[config.mk]
export PLATFORM = sky130hd
export DESIGN_NAME = pkt_framer
export DESIGN_NICKNAME = d
export VERILOG_FILES = /design/src/rtl/pkt_framer_pkg.sv /design/src/rtl/pkt_len_decode.sv /design/src/rtl/pkt_seq_ctrl.sv /design/src/rtl/pkt_byte_store.sv /design/src/rtl/pkt_framer.sv
export SDC_FILE = /design/constraint.sdc
export NUM_CORES = 1
export LEC_CHECK = 0
export ABC_AREA = 0
export BUFFER_PORTS_ARGS = -buffer_cell sky130_fd_sc_hd__buf_4
export CAP_MARGIN = 20
export CORE_AREA = 4 4 113 115
export DETAILED_ROUTE_END_ITERATION = 6
export DIE_AREA = 0 0 117 119
export PLACE_DENSITY = 0.85
export SLEW_MARGIN = 40
export SYNTH_ARGS = -nofsm -noshare
export SYNTH_HDL_FRONTEND = slang
export SYNTH_SLANG_ARGS = --single-unit
[constraint.sdc]
create_clock -name clk -period 2.65 [get_ports clk]
set_input_delay 0.3975 -clock clk [delete_from_list [all_inputs] [get_ports clk]]
set_output_delay 0.3975 -clock clk [all_outputs]
set_load 0.01 [all_outputs]
[src/rtl/pkt_framer_pkg.sv]
// Package: shared types for the packet framer.
// Assumes: packet sizes come in three classes, selected by the first command byte.
package pkt_framer_pkg;

    // Size class decoded from the first command byte
    typedef enum logic [1:0] {
        SZ_SHORT = 2'd0,
        SZ_MED   = 2'd1,
        SZ_LONG  = 2'd2
    } pkt_size_e;

    // Map the two top bits of the command byte to a size class
    function automatic pkt_size_e size_of(input logic [1:0] top);
        case (top)
            2'b10:   size_of = SZ_MED;
            2'b11:   size_of = SZ_LONG;
            default: size_of = SZ_SHORT;
        endcase
    endfunction

endpackage

[src/rtl/pkt_len_decode.sv]
// Module: pkt_len_decode
// Turns the first command byte into a packet length in bytes.
// Assumes: only the top bit asks for a longer packet; the next bit
// picks medium or long. The result is only used when that byte is accepted.
module pkt_len_decode #(
    parameter int DATA_W    = 8,
    parameter int LEN_W     = 5,
    parameter int LEN_SHORT = 6,
    parameter int LEN_MED   = 11,
    parameter int LEN_LONG  = 16
) (
    input  logic [DATA_W-1:0] cmd_byte,
    output logic [LEN_W-1:0]  dec_len
);
    import pkt_framer_pkg::*;

    pkt_size_e size_cls;

    // Classify, then map the class to a byte count
    always_comb begin
        size_cls = size_of(cmd_byte[DATA_W-1 -: 2]);
        case (size_cls)
            SZ_MED:  dec_len = LEN_W'(LEN_MED);
            SZ_LONG: dec_len = LEN_W'(LEN_LONG);
            default: dec_len = LEN_W'(LEN_SHORT);
        endcase
    end

endmodule

[src/rtl/pkt_seq_ctrl.sv]
// Module: pkt_seq_ctrl
// Tracks the write position and the latched packet length, and decides
// which bytes get stored and when a packet is complete.
// Assumes: byte_vld is a one-cycle strobe; restart has priority over data.
module pkt_seq_ctrl #(
    parameter int POS_W   = 5,
    parameter int LEN_IDX = 2
) (
    input  logic             clk,
    input  logic             rst_n,
    input  logic             restart,
    input  logic             byte_vld,
    input  logic             byte_zero,
    input  logic [POS_W-1:0] dec_len,
    output logic             wr_en,
    output logic [POS_W-1:0] wr_pos,
    output logic [POS_W-1:0] pos_q,
    output logic [POS_W-1:0] len_q,
    output logic             done_q
);
    localparam logic [POS_W-1:0] LEN_AT = POS_W'(LEN_IDX + 1);

    logic             accept;
    logic [POS_W-1:0] pos_inc;
    logic [POS_W-1:0] len_now;
    logic             done_now;

    // Accept rule, next position, length in effect and completion test
    always_comb begin
        accept   = byte_vld && !((pos_q == '0) && byte_zero);
        pos_inc  = pos_q + 1'b1;
        len_now  = (pos_inc == LEN_AT) ? dec_len : len_q;
        done_now = accept && (len_now != '0) && (pos_inc == len_now);
    end

    assign wr_en  = accept && !restart;
    assign wr_pos = pos_q;

    // Position, length and completion pulse registers
    always_ff @(posedge clk) begin
        if (!rst_n || restart) begin
            pos_q  <= '0;
            len_q  <= '0;
            done_q <= 1'b0;
        end else begin
            done_q <= done_now;
            if (accept) begin
                if (done_now) begin
                    pos_q <= '0;
                    len_q <= '0;
                end else begin
                    pos_q <= pos_inc;
                    len_q <= len_now;
                end
            end
        end
    end

endmodule

[src/rtl/pkt_byte_store.sv]
// Module: pkt_byte_store
// Packet buffer: one register per slot, written at the addressed slot,
// cleared as a whole by reset or clear.
// Assumes: at most one slot is written per cycle; clear wins over write.
module pkt_byte_store #(
    parameter int DATA_W    = 8,
    parameter int MAX_BYTES = 16,
    parameter int POS_W     = 5
) (
    input  logic                        clk,
    input  logic                        rst_n,
    input  logic                        clr,
    input  logic                        wr_en,
    input  logic [POS_W-1:0]            wr_pos,
    input  logic [DATA_W-1:0]           wr_data,
    output logic [MAX_BYTES*DATA_W-1:0] buf_flat
);
    for (genvar i = 0; i < MAX_BYTES; i++) begin : g_slot
        logic [DATA_W-1:0] slot_q;

        // Hold one packet byte; load when addressed
        always_ff @(posedge clk) begin
            if (!rst_n || clr) begin
                slot_q <= '0;
            end else if (wr_en && (wr_pos == POS_W'(i))) begin
                slot_q <= wr_data;
            end
        end

        assign buf_flat[i*DATA_W +: DATA_W] = slot_q;
    end

endmodule

[src/rtl/pkt_framer.sv]
// Module: pkt_framer (top)
// Assembles bytes from the bus shifter into a packet buffer, skipping
// idle zero bytes, sizing the packet from its first command byte, and
// pulsing pkt_done when the packet is full.
// Assumes: bytes arrive as single-cycle strobes; checksums and command
// meaning are handled downstream.
module pkt_framer #(
    parameter int DATA_W    = 8,
    parameter int MAX_BYTES = 16,
    parameter int LEN_IDX   = 2,
    parameter int LEN_SHORT = 6,
    parameter int LEN_MED   = 11,
    parameter int LEN_LONG  = 16
) (
    input  logic                                            clk,
    input  logic                                            rst_n,
    input  logic                                            byte_vld,
    input  logic [DATA_W-1:0]                               byte_in,
    input  logic                                            restart,
    output logic [MAX_BYTES*DATA_W-1:0]                     pkt_buf,
    output logic [$clog2(MAX_BYTES+1)-1:0]                  pkt_len,
    output logic                                            pkt_done
);
    localparam int POS_W = $clog2(MAX_BYTES + 1);

    logic [POS_W-1:0] dec_len;
    logic [POS_W-1:0] wr_pos;
    logic [POS_W-1:0] pos_q;
    logic [POS_W-1:0] len_q;
    logic             wr_en;
    logic             byte_zero;

    assign byte_zero = (byte_in == '0);

    pkt_len_decode #(
        .DATA_W   (DATA_W),
        .LEN_W    (POS_W),
        .LEN_SHORT(LEN_SHORT),
        .LEN_MED  (LEN_MED),
        .LEN_LONG (LEN_LONG)
    ) u_dec (
        .cmd_byte(byte_in),
        .dec_len (dec_len)
    );

    pkt_seq_ctrl #(
        .POS_W  (POS_W),
        .LEN_IDX(LEN_IDX)
    ) u_ctrl (
        .clk      (clk),
        .rst_n    (rst_n),
        .restart  (restart),
        .byte_vld (byte_vld),
        .byte_zero(byte_zero),
        .dec_len  (dec_len),
        .wr_en    (wr_en),
        .wr_pos   (wr_pos),
        .pos_q    (pos_q),
        .len_q    (len_q),
        .done_q   (pkt_done)
    );

    pkt_byte_store #(
        .DATA_W   (DATA_W),
        .MAX_BYTES(MAX_BYTES),
        .POS_W    (POS_W)
    ) u_store (
        .clk     (clk),
        .rst_n   (rst_n),
        .clr     (restart),
        .wr_en   (wr_en),
        .wr_pos  (wr_pos),
        .wr_data (byte_in),
        .buf_flat(pkt_buf)
    );

    assign pkt_len = len_q;

endmodule

==> flow_metrics.tcl <==
set metrics [dict create \
    grt_max_degree 82 \
    async_reset_ff_share_pct 0 \
    ys_types 44 \
    stdcell_count 877 \
    die_h_um 119 \
    drv_slew 0 \
    cts_hold_buffers 0 \
    die-area_mm2 0.01392 \
    grt_pass1_vias 4764 \
    cts_tree "yes" \
    antenna_cells 0 \
    routed_via_density 5.349 \
    clock_skew_ns 0.005165 \
    crit_path_start_kind "flip-flop" \
    dp.cells 844 \
    wl_um 15490 \
    worstSetupPathType "reg -> reg" \
    clk_latency_ns 0.41 \
    final_nets 734 \
    grt_pass1_wl_um 24560 \
    ant_nets 0 \
    synth_seq_area_share_pct 51.48 \
    vias 4691 \
    synth.net_count 596 \
    core_mm2 0.01181 \
    min-delay-path-class "in -> reg" \
    syn_area_mm2 0.005405 \
    final.period_utilization_pct 96.11 \
    first_pass_iters 4 \
    hold_slack_ns 0.3699 \
    path_max_fanout 9 \
    p_leak_nw 3.378 \
    ys.flop_type "dfxtp_1" \
    port_buffers 145 \
    syn_inst 579 \
    die_x_um 117 \
    clock_path_buffers 2 \
    overflow 0 \
    drt_iter0_drc 185 \
    endpoint_kind "flip-flop" \
    cts_num_sinks 139 \
    yosys_warnings 0 \
    synth_edf_count 0 \
    cp.required_ns 2.90 \
    worstMarginPinSlew_ns 0.6449 \
    hold_start "byte_in[6]" \
    drc 0 \
    crit_start "u_ctrl.pos_q[0]" \
    critPathArrivalTime_ns 2.80 \
    root_buffer "clkbuf_16" \
    ys_ff_latch 139 \
    rsz0062_at_grt "no" \
    status "finished, final reports clean" \
    hpwl_um 10510 \
    filler_cell_count 941 \
    fin_crit_ns 2.547 \
    max_freq_ghz 0.3926 \
    grt_antenna_before_repair 0 \
    drive_gt1_share_pct 28.77 \
    area_delta_synth_final_pct 35.90 \
    initial_utilization_pct 45.76 \
    finalSetupViolCount 0 \
    cts_buffers 17 \
    worstReg2RegStart "u_ctrl.pos_q[0]" \
    track_usage_pct 22.52 \
    gp_congestion 0.8872 \
    maxSlewHeadroom_pct 57.01 \
    peakVddDrop_uv 487.1 \
    clk_pin_slew_worst_paths_ns 0.06 \
    wl_per_cell_um 17.66 \
    pin_count 146 \
    p_per_area_mw_per_mm2 641.1 \
    syn_avg_cell_area_um2 9.335 \
    core.rowCount 40 \
    htreeDepth 4 \
    hold_viol 0 \
    max_cap_violations 0 \
]
## report_power, final
group          internal, W  switching [W]  leakage (nW)
Combinational    0.0000536       0.000131          1.96
Sequential         0.00209     0.00000398          1.12
Clock              0.00156       0.000869         0.300
Total              0.00370        0.00100          3.38
## sequential cells by signal, summed over array words and instances, names as in the netlist
| signal | flops |
|---|---|
| u_ctrl.len_q | 5 |
| u_ctrl.pos_q | 5 |
| u_ctrl.done_q | 1 |
| u_store.g_slot.slot_q | 128 |
## metrics by stage
stage	setup TNS [ns]	setup WS (ns)	utilization, %	power (W)	instance area, um2
after floorplan	0	0.01328	-	0.002254	5477
after detailed placement	-0.02908	-0.01686	56.81	0.002325	6710
after CTS	0	0.007039	62.00	0.004733	7323
after global routing	0	0.007685	62.19	0.004857	7346
after global placement	0	0.05613	56.81	0.002321	6710
final	0	0.1030	62.19	0.004709	7346
## layout make-up
cell class / count / area, um2 / share of cell area (%)
Sequential cell: 139 / 2788 / 37.95
Multi-Input combinational cell: 391 / 2490 / 33.90
Timing Repair Buffer: 164 / 1256 / 17.10
Clock buffer: 22 / 474.2 / 6.455
Tap cell: 147 / 183.9 / 2.504
Clock inverter: 10 / 138.9 / 1.891
Inverter: 4 / 15.01 / 0.2044
## synthesized netlist by cell type, drive strengths merged (2+ instances only)
cell      n  share of area (%)
inv       4               0.28
nor3      3               0.28
a31oi     2               0.23
o22ai     3               0.35
a211oi    2               0.51
and2      2               0.23
nand4b    2               0.44
xor2      3               0.63
buf       6               0.67
and3      2               0.32
o21ai     4               0.37
clkbuf   39                2.7
dfxtp   139                 51
o211ai    2               0.28
nor2    107                7.4
nand2    48                3.3
nand3    49                4.6
mux2i    96                 18
ha        5                1.2
nor2b     5               0.58
a21oi    38                3.5
xnor2     3               0.63
nor4      3               0.35
or4       2               0.35
## path summary, 6_finish.rpt
path / slack (ns) / cells past startpoint / end
setup / recovery: 0.10 / 10 / u_ctrl.len_q[1]
hold / removal: 0.37 / 3 / u_store.g_slot[5].slot_q[6]
setup reg to reg: 0.10 / 10 / u_ctrl.len_q[1]
hold reg to reg: 0.46 / 2 / u_store.g_slot[1].slot_q[2]
## kinds of logic (layout without fill, tap and decap cells)
logic type,after synthesis,after routing,share of synthesized area [%]
adder cells (fa/ha/maj),5,5,1.157
buffers and inverters,49,200,3.657
flip-flops,139,139,51.48
XOR/XNOR,6,6,1.250
AND/OR/NAND/NOR,227,227,18.47
AO/OA/AOI/OAI,57,57,6.204
multiplexers,96,96,17.78
## critical path: stages, from the launching register on
cell and delay (ns):
dfxtp_4 0.37, ha_4 0.17, and3_4 0.16, ha_4 0.26, and3_4 0.18, nand4b_4 0.10, o2111ai_1 0.13, or4_4 0.54
a211oi_4 0.26, buf_12 0.16, a2111oi_0 0.05
## cell usage in the layout, fill, tap and decap left out, types with 2 or more instances in the layout
cell	synthesis	layout
and3_4	1	2
nand2_1	48	48
buf_4	1	162
a31oi_1	2	2
ha_1	5	3
a21oi_1	38	37
ha_4	0	2
nor4_1	3	3
clkbuf_16	0	17
clkinv_4	0	2
nor2_1	107	106
xor2_1	2	2
nor2b_1	5	5
mux2i_1	96	96
nand3_1	48	47
clkinv_2	0	3
and2_1	2	2
bufinv_16	0	3
buf_12	0	2
clkbuf_8	0	3
xnor2_1	2	2
o21ai_0	4	3
dfxtp_1	139	137
o211ai_1	2	2
nor3_1	3	3
inv_1	4	4
o22ai_1	3	3
clkbuf_1	39	2
## what timing repair did
| action | 4_1_cts | 5_1_grt |
|---|---|---|
| gates cloned | 0 | 0 |
| resized for setup | 0 | 1 |
| pin swaps | 1 | 1 |
| setup buffers | 0 | 1 |
| endpoints found under the setup margin | 7 | 9 |
## routing by layer
layer / global-route usage (%) / routed length (um)
met5: 0 / 0
met4: 8.387 / 293
met3: 9.096 / 1448
met2: 35.67 / 7554
met1: 27.28 / 6191
No activity file was read; power rests on OpenSTA's default activity.
